===== config.mk =====
export PLATFORM = sky130hd
export DESIGN_NAME = bulk_regwr_decoder
export DESIGN_NICKNAME = d
export VERILOG_FILES = /design/src/rtl/bcrw_pkg.sv /design/src/rtl/bcrw_parser.sv /design/src/rtl/bcrw_bank.sv /design/src/rtl/bcrw_view.sv /design/src/rtl/bulk_regwr_decoder.sv
export SDC_FILE = /design/constraint.sdc
export NUM_CORES = 2
export LEC_CHECK = 0
export CORE_MARGIN = 4
export CORE_UTILIZATION = 64
export CTS_CLUSTER_SIZE = 24
export DETAILED_ROUTE_END_ITERATION = 10
export DONT_BUFFER_PORTS = 1
export GPL_TIMING_DRIVEN = 1
export PLACE_DENSITY_LB_ADDON = 0.25
export SLEW_MARGIN = 10
export SYNTH_ARGS = -nofsm -noshare
export SYNTH_HDL_FRONTEND = slang
export SYNTH_SLANG_ARGS = --single-unit

===== constraint.sdc =====
create_clock -name clk -period 3.1 [get_ports clk]
set_input_delay 0.62 -clock clk [delete_from_list [all_inputs] [get_ports clk]]
set_output_delay 0.62 -clock clk [all_outputs]
set_load 0.01 [all_outputs]

===== src/rtl/bcrw_pkg.sv =====
package bcrw_pkg;

    typedef enum logic [2:0] {
        PS_HUNT = 3'd0,
        PS_CMD  = 3'd1,
        PS_IDX  = 3'd2,
        PS_VAL  = 3'd3,
        PS_SKIP = 3'd4
    } pstate_e;

    typedef struct packed {
        logic       vld;
        logic [7:0] idx;
        logic [7:0] val;
    } regwr_t;

endpackage


===== src/rtl/bcrw_parser.sv =====
module bcrw_parser
    import bcrw_pkg::*;
#(
    parameter logic [7:0] PREFIX   = 8'hAF,
    parameter logic [7:0] CMD_WR   = 8'h20,
    parameter logic [7:0] CMD_SKIP = 8'h6A,
    parameter int         SKIP_LEN = 7
) (
    input  logic       clk,
    input  logic       rst_n,
    input  logic       in_valid,
    input  logic [7:0] in_byte,
    input  logic       in_last,
    output regwr_t     wr_o
);
    localparam int CW = $clog2(SKIP_LEN + 1);
    localparam logic [CW-1:0] SKIP_INIT = CW'(SKIP_LEN);
    localparam logic [CW-1:0] ONE       = CW'(1);

    typedef struct packed {
        pstate_e       st;
        logic [7:0]    idx;
        logic [CW-1:0] cnt;
    } ps_t;

    ps_t    ps_d, ps_q;
    regwr_t wr_d;

    always_comb begin
        ps_d = ps_q;
        wr_d = '0;
        if (in_valid) begin
            case (ps_q.st)
                PS_HUNT: begin
                    if (in_byte == PREFIX) ps_d.st = PS_CMD;
                end
                PS_CMD: begin
                    if (in_byte == CMD_WR) begin
                        ps_d.st = PS_IDX;
                    end else if (in_byte == CMD_SKIP) begin
                        ps_d.st  = PS_SKIP;
                        ps_d.cnt = SKIP_INIT;
                    end else if (in_byte == PREFIX) begin
                        ps_d.st = PS_CMD;
                    end else begin
                        ps_d.st = PS_HUNT;
                    end
                end
                PS_IDX: begin
                    ps_d.idx = in_byte;
                    ps_d.st  = PS_VAL;
                end
                PS_VAL: begin
                    wr_d.vld = 1'b1;
                    wr_d.idx = ps_q.idx;
                    wr_d.val = in_byte;
                    ps_d.st  = PS_HUNT;
                end
                PS_SKIP: begin
                    ps_d.cnt = ps_q.cnt - ONE;
                    if (ps_q.cnt == ONE) ps_d.st = PS_HUNT;
                end
                default: ps_d.st = PS_HUNT;
            endcase
            if (in_last) ps_d.st = PS_HUNT;
        end
    end

    always_ff @(posedge clk or negedge rst_n) begin
        if (!rst_n) begin
            ps_q <= '{st: PS_HUNT, idx: '0, cnt: '0};
        end else begin
            ps_q <= ps_d;
        end
    end

    assign wr_o = wr_d;

    // a burst end always leaves the parser searching for a prefix
    a_r7_last_to_hunt: assert property (@(posedge clk) disable iff (!rst_n)
        in_valid && in_last |=> ps_q.st == PS_HUNT);

    // the skip counter never leaves its legal range while skipping
    a_r6_skip_range: assert property (@(posedge clk) disable iff (!rst_n)
        ps_q.st == PS_SKIP |-> (ps_q.cnt != '0) && (ps_q.cnt <= SKIP_INIT));

    // idle beats keep the parser where it was
    a_r3_idle_hold: assert property (@(posedge clk) disable iff (!rst_n)
        !in_valid |=> $stable(ps_q.st) && !$past(wr_o.vld));

endmodule


===== src/rtl/bcrw_bank.sv =====
module bcrw_bank
    import bcrw_pkg::*;
#(
    parameter int         NUM_REGS    = 64,
    parameter logic [7:0] LOCK_IDX    = 8'hFF,
    parameter logic [7:0] LOCK_CODE   = 8'h00,
    parameter logic [7:0] UNLOCK_CODE = 8'hFF
) (
    input  logic                      clk,
    input  logic                      rst_n,
    input  regwr_t                    wr_i,
    output logic [NUM_REGS-1:0][7:0]  active_o
);
    localparam int AW = (NUM_REGS > 1) ? $clog2(NUM_REGS) : 1;
    localparam logic [8:0] LIMIT = 9'(NUM_REGS);

    typedef struct packed {
        logic                     locked;
        logic [NUM_REGS-1:0][7:0] shadow;
        logic [NUM_REGS-1:0][7:0] active;
    } bk_t;

    bk_t  bk_d, bk_q;
    logic is_ctrl;
    logic in_range;

    assign is_ctrl  = wr_i.vld && (wr_i.idx == LOCK_IDX);
    assign in_range = wr_i.vld && !is_ctrl && ({1'b0, wr_i.idx} < LIMIT);

    always_comb begin
        bk_d = bk_q;
        if (is_ctrl) begin
            if (wr_i.val == LOCK_CODE) begin
                bk_d.locked = 1'b1;
            end else if (wr_i.val == UNLOCK_CODE) begin
                bk_d.locked = 1'b0;
                bk_d.active = bk_q.shadow;
            end
        end else if (in_range) begin
            bk_d.shadow[wr_i.idx[AW-1:0]] = wr_i.val;
            if (!bk_q.locked) bk_d.active[wr_i.idx[AW-1:0]] = wr_i.val;
        end
    end

    always_ff @(posedge clk or negedge rst_n) begin
        if (!rst_n) begin
            bk_q <= '0;
        end else begin
            bk_q <= bk_d;
        end
    end

    assign active_o = bk_q.active;

    // while locked, no data write moves the active bank
    a_r8_locked_hold: assert property (@(posedge clk) disable iff (!rst_n)
        bk_q.locked && wr_i.vld && !is_ctrl |=> $stable(bk_q.active));

    // unlock makes the active bank equal the shadow in one edge
    a_r9_unlock_copy: assert property (@(posedge clk) disable iff (!rst_n)
        is_ctrl && wr_i.val == UNLOCK_CODE |=> !bk_q.locked && bk_q.active == $past(bk_q.shadow));

    // when unlocked the two banks never diverge
    a_r2_banks_coherent: assert property (@(posedge clk) disable iff (!rst_n)
        !bk_q.locked |-> bk_q.shadow == bk_q.active);

    // other control codes change neither lock nor data
    a_r10_ctrl_other: assert property (@(posedge clk) disable iff (!rst_n)
        is_ctrl && wr_i.val != LOCK_CODE && wr_i.val != UNLOCK_CODE
        |=> $stable(bk_q.locked) && $stable(bk_q.active) && $stable(bk_q.shadow));

endmodule


===== src/rtl/bcrw_view.sv =====
module bcrw_view #(
    parameter int         NUM_REGS   = 64,
    parameter int         HDISP_IDX  = 8'h0F,
    parameter int         VDISP_IDX  = 8'h17,
    parameter int         PIXCLK_IDX = 8'h1B,
    parameter int         BLANK_IDX  = 8'h1F,
    parameter int         BASE16_IDX = 8'h20,
    parameter int         BASE8_IDX  = 8'h26,
    parameter logic [7:0] BLANK_ON   = 8'h00,
    parameter logic [7:0] BLANK_OFF  = 8'h07
) (
    input  logic [NUM_REGS-1:0][7:0] regs_i,
    output logic [15:0]              hdisp_o,
    output logic [15:0]              vdisp_o,
    output logic [15:0]              pixclk_o,
    output logic [23:0]              base16_o,
    output logic [23:0]              base8_o,
    output logic                     disp_on_o,
    output logic                     pwr_down_o
);
    logic unused_regs;
    assign unused_regs = ^regs_i;

    // big-endian pairs: high byte at the lower index
    assign hdisp_o  = {regs_i[HDISP_IDX], regs_i[HDISP_IDX + 1]};
    assign vdisp_o  = {regs_i[VDISP_IDX], regs_i[VDISP_IDX + 1]};
    // pixel clock pair is little-endian
    assign pixclk_o = {regs_i[PIXCLK_IDX + 1], regs_i[PIXCLK_IDX]};
    // 24-bit bases, high byte first
    assign base16_o = {regs_i[BASE16_IDX], regs_i[BASE16_IDX + 1], regs_i[BASE16_IDX + 2]};
    assign base8_o  = {regs_i[BASE8_IDX],  regs_i[BASE8_IDX + 1],  regs_i[BASE8_IDX + 2]};

    assign disp_on_o  = (regs_i[BLANK_IDX] == BLANK_ON);
    assign pwr_down_o = (regs_i[BLANK_IDX] == BLANK_OFF);

    // the two state outputs never assert together
    always_comb begin
        a_r14_exclusive: assert (!(disp_on_o && pwr_down_o));
    end

endmodule


===== src/rtl/bulk_regwr_decoder.sv =====
module bulk_regwr_decoder
    import bcrw_pkg::*;
#(
    parameter int NUM_REGS = 64,
    parameter int SKIP_LEN = 7
) (
    input  logic                    clk,
    input  logic                    rst_n,
    input  logic                    in_valid,
    input  logic [7:0]              in_byte,
    input  logic                    in_last,
    output logic [NUM_REGS*8-1:0]   regs_o,
    output logic [15:0]             hdisp_o,
    output logic [15:0]             vdisp_o,
    output logic [15:0]             pixclk_o,
    output logic [23:0]             base16_o,
    output logic [23:0]             base8_o,
    output logic                    disp_on_o,
    output logic                    pwr_down_o
);
    regwr_t                    wr_q;
    logic [NUM_REGS-1:0][7:0]  active;

    bcrw_parser #(
        .PREFIX   (8'hAF),
        .CMD_WR   (8'h20),
        .CMD_SKIP (8'h6A),
        .SKIP_LEN (SKIP_LEN)
    ) u_parser (
        .clk      (clk),
        .rst_n    (rst_n),
        .in_valid (in_valid),
        .in_byte  (in_byte),
        .in_last  (in_last),
        .wr_o     (wr_q)
    );

    bcrw_bank #(
        .NUM_REGS    (NUM_REGS),
        .LOCK_IDX    (8'hFF),
        .LOCK_CODE   (8'h00),
        .UNLOCK_CODE (8'hFF)
    ) u_bank (
        .clk      (clk),
        .rst_n    (rst_n),
        .wr_i     (wr_q),
        .active_o (active)
    );

    bcrw_view #(
        .NUM_REGS (NUM_REGS)
    ) u_view (
        .regs_i     (active),
        .hdisp_o    (hdisp_o),
        .vdisp_o    (vdisp_o),
        .pixclk_o   (pixclk_o),
        .base16_o   (base16_o),
        .base8_o    (base8_o),
        .disp_on_o  (disp_on_o),
        .pwr_down_o (pwr_down_o)
    );

    assign regs_o = active;

    // the register file comes out of reset cleared
    a_r1_reset_clear: assert property (@(posedge clk)
        $rose(rst_n) |-> regs_o == '0);

endmodule


Word-level counts from Yosys, hierarchy flattened
Cells that the tools add are included.
{"block": "op_classes", "n_addsub": 1, "magnitude_cmp": 3, "n_eq_ne": 18, "muxes": 23, "bitwise_logic": 1, "n_reduce_logical": 17}
{"operator": "512-bit two-way mux", "count": 5}
{"operator": "512-bit bitwise mux", "count": 2}
{"operator": "8-bit demux with 6-bit select", "count": 1}
{"operator": "17-bit two-way mux", "count": 2}
{"operator": "8-bit equality test, second input constant", "count": 3}
{"operator": "3-bit two-way mux", "count": 7}
{"operator": "8-bit zero test", "count": 2}
{"operator": "3-bit one-hot mux with 4 select lines", "count": 1}
{"operator": "8-bit by 3-bit equality test with 1-bit output, second input constant", "count": 1}
{"operator": "8-bit by 6-bit equality test with 1-bit output, second input constant", "count": 1}
{"operator": "8-bit by 7-bit equality test with 1-bit output, second input constant", "count": 1}
{"operator": "8-bit by 7-bit < comparator with 1-bit output, second input constant", "count": 1}
{"operator": "8-bit two-way mux", "count": 1}
{"operator": "2-bit inequality test, second input constant", "count": 4}
{"operator": "4-bit AND reduction", "count": 2}
{"operator": "6-bit by 7-bit < comparator with 1-bit output, second input constant", "count": 1}
{"operator": "3-bit by 1-bit equality test with 1-bit output, second input constant", "count": 2}
{"operator": "3-bit by 2-bit equality test with 1-bit output, second input constant", "count": 2}
{"operator": "6-bit by 1-bit >= comparator with 1-bit output, second input constant", "count": 1}
{"operator": "3-bit by 2-bit inequality test with 1-bit output, second input constant", "count": 2}
{"operator": "3-bit one-hot mux with 2 select lines", "count": 1}
{"operator": "2-bit AND reduction", "count": 3}
{"operator": "2-bit nonzero test", "count": 3}
{"operator": "1-bit logical AND", "count": 4}
{"operator": "other kinds (8)", "count": 10}
{"block": "totals", "ff_bits": 1039, "input_bits": 12, "out_inout_bits": 610, "wordCells": 195}

Longest topological paths before layout
{"block": "logic_depth", "word_depth": 11, "mapped_depth": 9, "depth_no_buf": 6}

Modules after synthesis
A second synthesis with hierarchy kept.
{"block": "unflattened", "hier_cells": 3773, "area_unflattened_um2": 48412.7}
{"module": "bcrw_bank", "n_inst": 1, "cells_per_inst": 3591, "area_per_inst_um2": 46832.4, "seq_area_each_um2": 25649.6}
{"module": "bcrw_parser", "n_inst": 1, "cells_per_inst": 80, "area_per_inst_um2": 822.0, "seq_area_each_um2": 350.3}
{"module": "bcrw_view", "n_inst": 1, "cells_per_inst": 102, "area_per_inst_um2": 758.2, "seq_area_each_um2": 0.0}

Worst setup path after synthesis
No wires, ideal clock.
{"block": "synth_path", "path_kind": "input port to flip-flop", "from": "in in_valid", "to": "reg u_bank.bk_q, in the netlist u_bank.active_o[511]", "setup_ns": 0.125, "t_arrival_ns": 2.249, "required_time_ns": 2.975, "path_slack_ns": 0.726, "stages": 7, "n_path_buf": 3, "cell_sequence": "buf_4 -> and4b_1 -> buf_4 -> buf_6 -> nand4_2 -> o22ai_2 -> mux2_2"}
{"block": "synth_via", "elab_chain_len": 9, "elab_cells_between_ends": 23, "cone_classes": "3 x order compare; 5 x eq/ne; 7 x mux; 8 x reduce/logical"}
{"item": "start: declaration", "line": "bulk_regwr_decoder.sv:9", "text": "input logic in_valid,"}
{"item": "17-bit two-way mux *", "line": "bcrw_parser.sv:32", "text": "if (in_valid) begin"}
{"item": "6-bit by 7-bit < comparator with 1-bit output (implied by the code) / 6-bit by 1-bit >= comparator with 1-bit output (equally long branches)", "line": "bcrw_bank.sv:41", "text": "if (!bk_q.locked) bk_d.active[wr_i.idx[AW-1:0]] = wr_i.val;"}
{"item": "1-bit logical AND (implied by the code)", "line": "bcrw_bank.sv:41"}
{"item": "8-bit two-way mux (implied by the code)", "line": "bcrw_bank.sv:41"}
{"item": "8-bit demux with 6-bit select"}
{"item": "512-bit bitwise mux", "line": "bcrw_bank.sv:41"}
{"item": "512-bit two-way mux", "line": "bcrw_bank.sv:41"}
{"item": "512-bit two-way mux", "line": "bcrw_bank.sv:39", "text": "end else if (in_range) begin"}
{"item": "512-bit two-way mux", "line": "bcrw_bank.sv:32", "text": "if (is_ctrl) begin"}
{"item": "end signal: assignment", "line": "bcrw_bank.sv:49", "text": "bk_q <= bk_d;"}
{"item": "end: declaration", "line": "bcrw_bank.sv:23", "text": "bk_t bk_d, bk_q;"}
Every way passes the cells marked *; elsewhere a longest branch is shown, timed or not. The select of a mux whose other input is x is not followed.
A chain may end at the register's enable or synchronous reset.

==> impl_metrics.py <==
metrics = {
    "logic_synthesis": {
        "synth-seq-cells": 1039,
        "synth-seq-area-share_pct": 52.12,
        "netlist_area_mm2": 0.04988,
        "async_flop_share_pct": 100.0,
        "synth.distinct_cells": 68,
        "syn-num-nets": 4295,
        "synth_edf_count": 0,
        "netlist_instances": 4281,
        "yosys_warnings": 0,
        "synthFlopType": "dfrtp_1",
        "synth.avg_cell_area_um2": 11.65,
    },
    "timing": {
        "slew_headroom_pct": 13.98,
        "setup_viol": 0,
        "fmax_mhz": 356.3,
        "fin_crit_sh_pct": 90.55,
        "fin_setup_tns_ns": 0,
        "worstMarginPinSlew_ns": 1.290,
        "period_needed_ns": 2.807,
        "fin_worst_skew_ns": 0.03505,
        "rsz0062_at_grt": "no",
        "timing.final.hold_violations": 0,
        "fin_hold_ws_ns": 0.01891,
        "slew_violations": 0,
    },
    "clock_network": {
        "cts.sinks": 1039,
        "cts_made_buffers": 106,
        "clkTransAtPathRegs_ns": 0.06,
        "htreeDepth": 3,
        "cts-resized-gates": 0,
        "cts_setup_buffers": 0,
        "clk_latency_ns": 0.68,
        "cts-root-buf": "clkbuf_16",
        "cts_tree": "built",
        "cts_buffer_depth": 3,
    },
    "floorplan": {
        "die_area_mm2": 0.08248,
        "coreArea_mm2": 0.07734,
        "die_w_um": 287.2,
        "die_h_um": 287.2,
        "fp-row-count": 102,
        "floorplan.initialDensity_pct": 64.50,
        "ios": 622,
    },
    "placement": {
        "dp_cells": 4598,
        "place.gp.congestion": 0.8995,
        "dp_hpwl_um": 84080,
        "port_buffers": 0,
    },
    "power": {
        "p_leak_uw": 0.02385,
        "ir_drop_mv": 0.5453,
        "p_per_area_mw_per_mm2": 540.9,
        "power.total_uw": 27530,
    },
    "outcome": {
        "status": "completed",
    },
    "route": {
        "drc_errors": 0,
        "vias": 29290,
        "via_per_inst": 6.099,
        "antenna_left": 0,
        "first_pass_iters": 6,
        "drt_iter0_markers": 2589,
        "wl_um": 134100,
        "wl_per_cell_um": 27.92,
    },
    "layout": {
        "area_growth_pct": 2.024,
        "final_layout_size_suffix_gt1_share_pct": 23.71,
        "antenna_cells": 0,
        "nets": 3686,
        "fill_cells": 5688,
        "stdcell_count": 4802,
    },
    "grt": {
        "antenna_found_initial": 2,
        "grt_max_degree": 1040,
        "grt_pass1_wl_um": 196700,
        "overflow": 0,
        "grt_pass1_vias": 29250,
        "grtUsageTotal_pct": 31.84,
    },
    "run": {
        "max_cap_violations": 0,
    },
    "worst_setup_path": {
        "cp_max_fo": 232,
        "endpoint_kind": "asynchronous set/reset pin",
        "crit_type": "input port to asynchronous set/reset pin",
        "cp.required_ns": 3.68,
        "arrival_ns": 3.38,
        "cp-start-kind": "input port",
    },
    "hold_path": {
        "hp-class": "input port to asynchronous set/reset pin",
    },
}
layout make-up:
cell class	count	area, um2	share of cell area (%)
tap	1040	1301	2.557
clock buffer	158	3162	6.213
inverter	498	1869	3.673
timing repair buffer	112	1319	2.591
multi-input combinational	1915	16610	32.63
clock inverter	40	634.4	1.246
sequential	1039	26000	51.09
logic make-up after synthesis:
logic type	count (synthesis)	share of synthesized area (%)
flip-flops	1039	52.12
adder cells (fa/ha/maj)	2	0.05016
AND/OR/NAND/NOR	218	3.291
AO/OA/AOI/OAI	757	9.702
buffers and inverters	1327	14.89
XOR/XNOR	1	0.01756
multiplexers	937	19.93
per-stage QoR:
| stage | setup WS (ns) | utilization [%] | cell area, um2 |
|---|---|---|---|
| finish | 0.2930 | 65.81 | 50890 |
| global route | 0.05475 | 65.81 | 50890 |
| CTS | 0.3994 | 65.62 | 50750 |
| detailed placement | 0.3748 | 60.71 | 46950 |
| global placement | 0.3855 | 60.71 | 46950 |
| floorplan | 0.7261 | - | 49880 |
worst paths after layout:
path	startpoint	to	cells past startpoint	slack, ns
max	rst_n	u_parser.ps_q[7]	3	0.29
min	rst_n	u_bank.bk_q[728]	1	0.02
max reg2reg	u_parser.ps_q[11]	u_bank.active_o[179]	7	0.35
min reg2reg	u_bank.bk_q[517]	u_bank.bk_q[517]	2	0.49
max in group clk	u_parser.ps_q[11]	u_bank.active_o[179]	7	0.35
min in group clk	in_last	u_parser.ps_q[13]	1	0.06
worst max-delay path, stage by stage:
cell and delay [ns]:
buf_16 0.58, buf_16 0.72, buf_16 0.71
power by group:
group	internal (uW)	switching [uW]	total, uW
Clock	8170	5500	13700
Combinational	23.1	266	289
Sequential	13600	0.170	13600
Total	21800	5770	27500
routing by layer:
metal,wire length [um],track usage [%]
met1,53840,42.00
met2,63960,51.28
met3,11720,9.128
met4,4582,10.48
met5,0,0
cells in the mapped netlist (6+ instances only):
master | n | share of area (%)
a211oi_2 | 8 | 0.20
mux2i_1 | 488 | 9.8
nand4_1 | 14 | 0.18
mux2_1 | 8 | 0.18
dfrtp_1 | 1039 | 52
clkbuf_1 | 144 | 1.1
nor4_1 | 6 | 0.075
o211ai_1 | 6 | 0.090
buf_4 | 625 | 9.4
buf_2 | 51 | 0.51
o2bb2ai_1 | 17 | 0.30
a22oi_1 | 11 | 0.17
nor2_2 | 10 | 0.13
nand3_1 | 10 | 0.10
a21oi_1 | 487 | 4.9
o22ai_2 | 11 | 0.28
inv_1 | 498 | 3.7
mux2_2 | 441 | 10
nor3_1 | 9 | 0.090
o22ai_4 | 49 | 2.0
nor2_1 | 23 | 0.17
o21ai_0 | 148 | 1.5
nor2_8 | 16 | 0.64
nand2_1 | 43 | 0.32
nand2_2 | 24 | 0.30
placed cells by master, fill, tap and decap left out, types with 5 or more instances in the layout:
cell type,synthesis,routed
o22ai_1,5,5
nor2_1,23,15
clkinv_2,0,17
nor2_2,10,10
nor2_8,16,16
nand2_2,24,24
a211oi_4,0,8
nand4_2,5,5
nor3_1,9,9
clkbuf_16,0,109
o21ai_0,148,148
o22ai_2,11,11
a22oi_1,11,11
nor4_1,6,6
bufinv_16,0,13
mux2_1,8,8
inv_1,498,498
o211ai_1,6,6
buf_4,625,76
o2bb2ai_1,17,17
nand2_1,43,43
buf_12,0,30
a21oi_1,487,487
o22ai_4,49,49
mux2_2,441,441
a221oi_1,5,5
mux2i_1,488,488
clkbuf_8,0,25
buf_16,0,5
nor2_4,1,9
dfrtp_1,1039,1039
nand3_1,10,10
clkbuf_1,144,24
nand4_1,14,14
state kept, by name, summed over array words and instances, names as in the netlist:
register and flops:
u_bank.bk_q 513, u_parser.ps_q 14, u_bank.active_o 512
(Power assumes the default switching activity.)
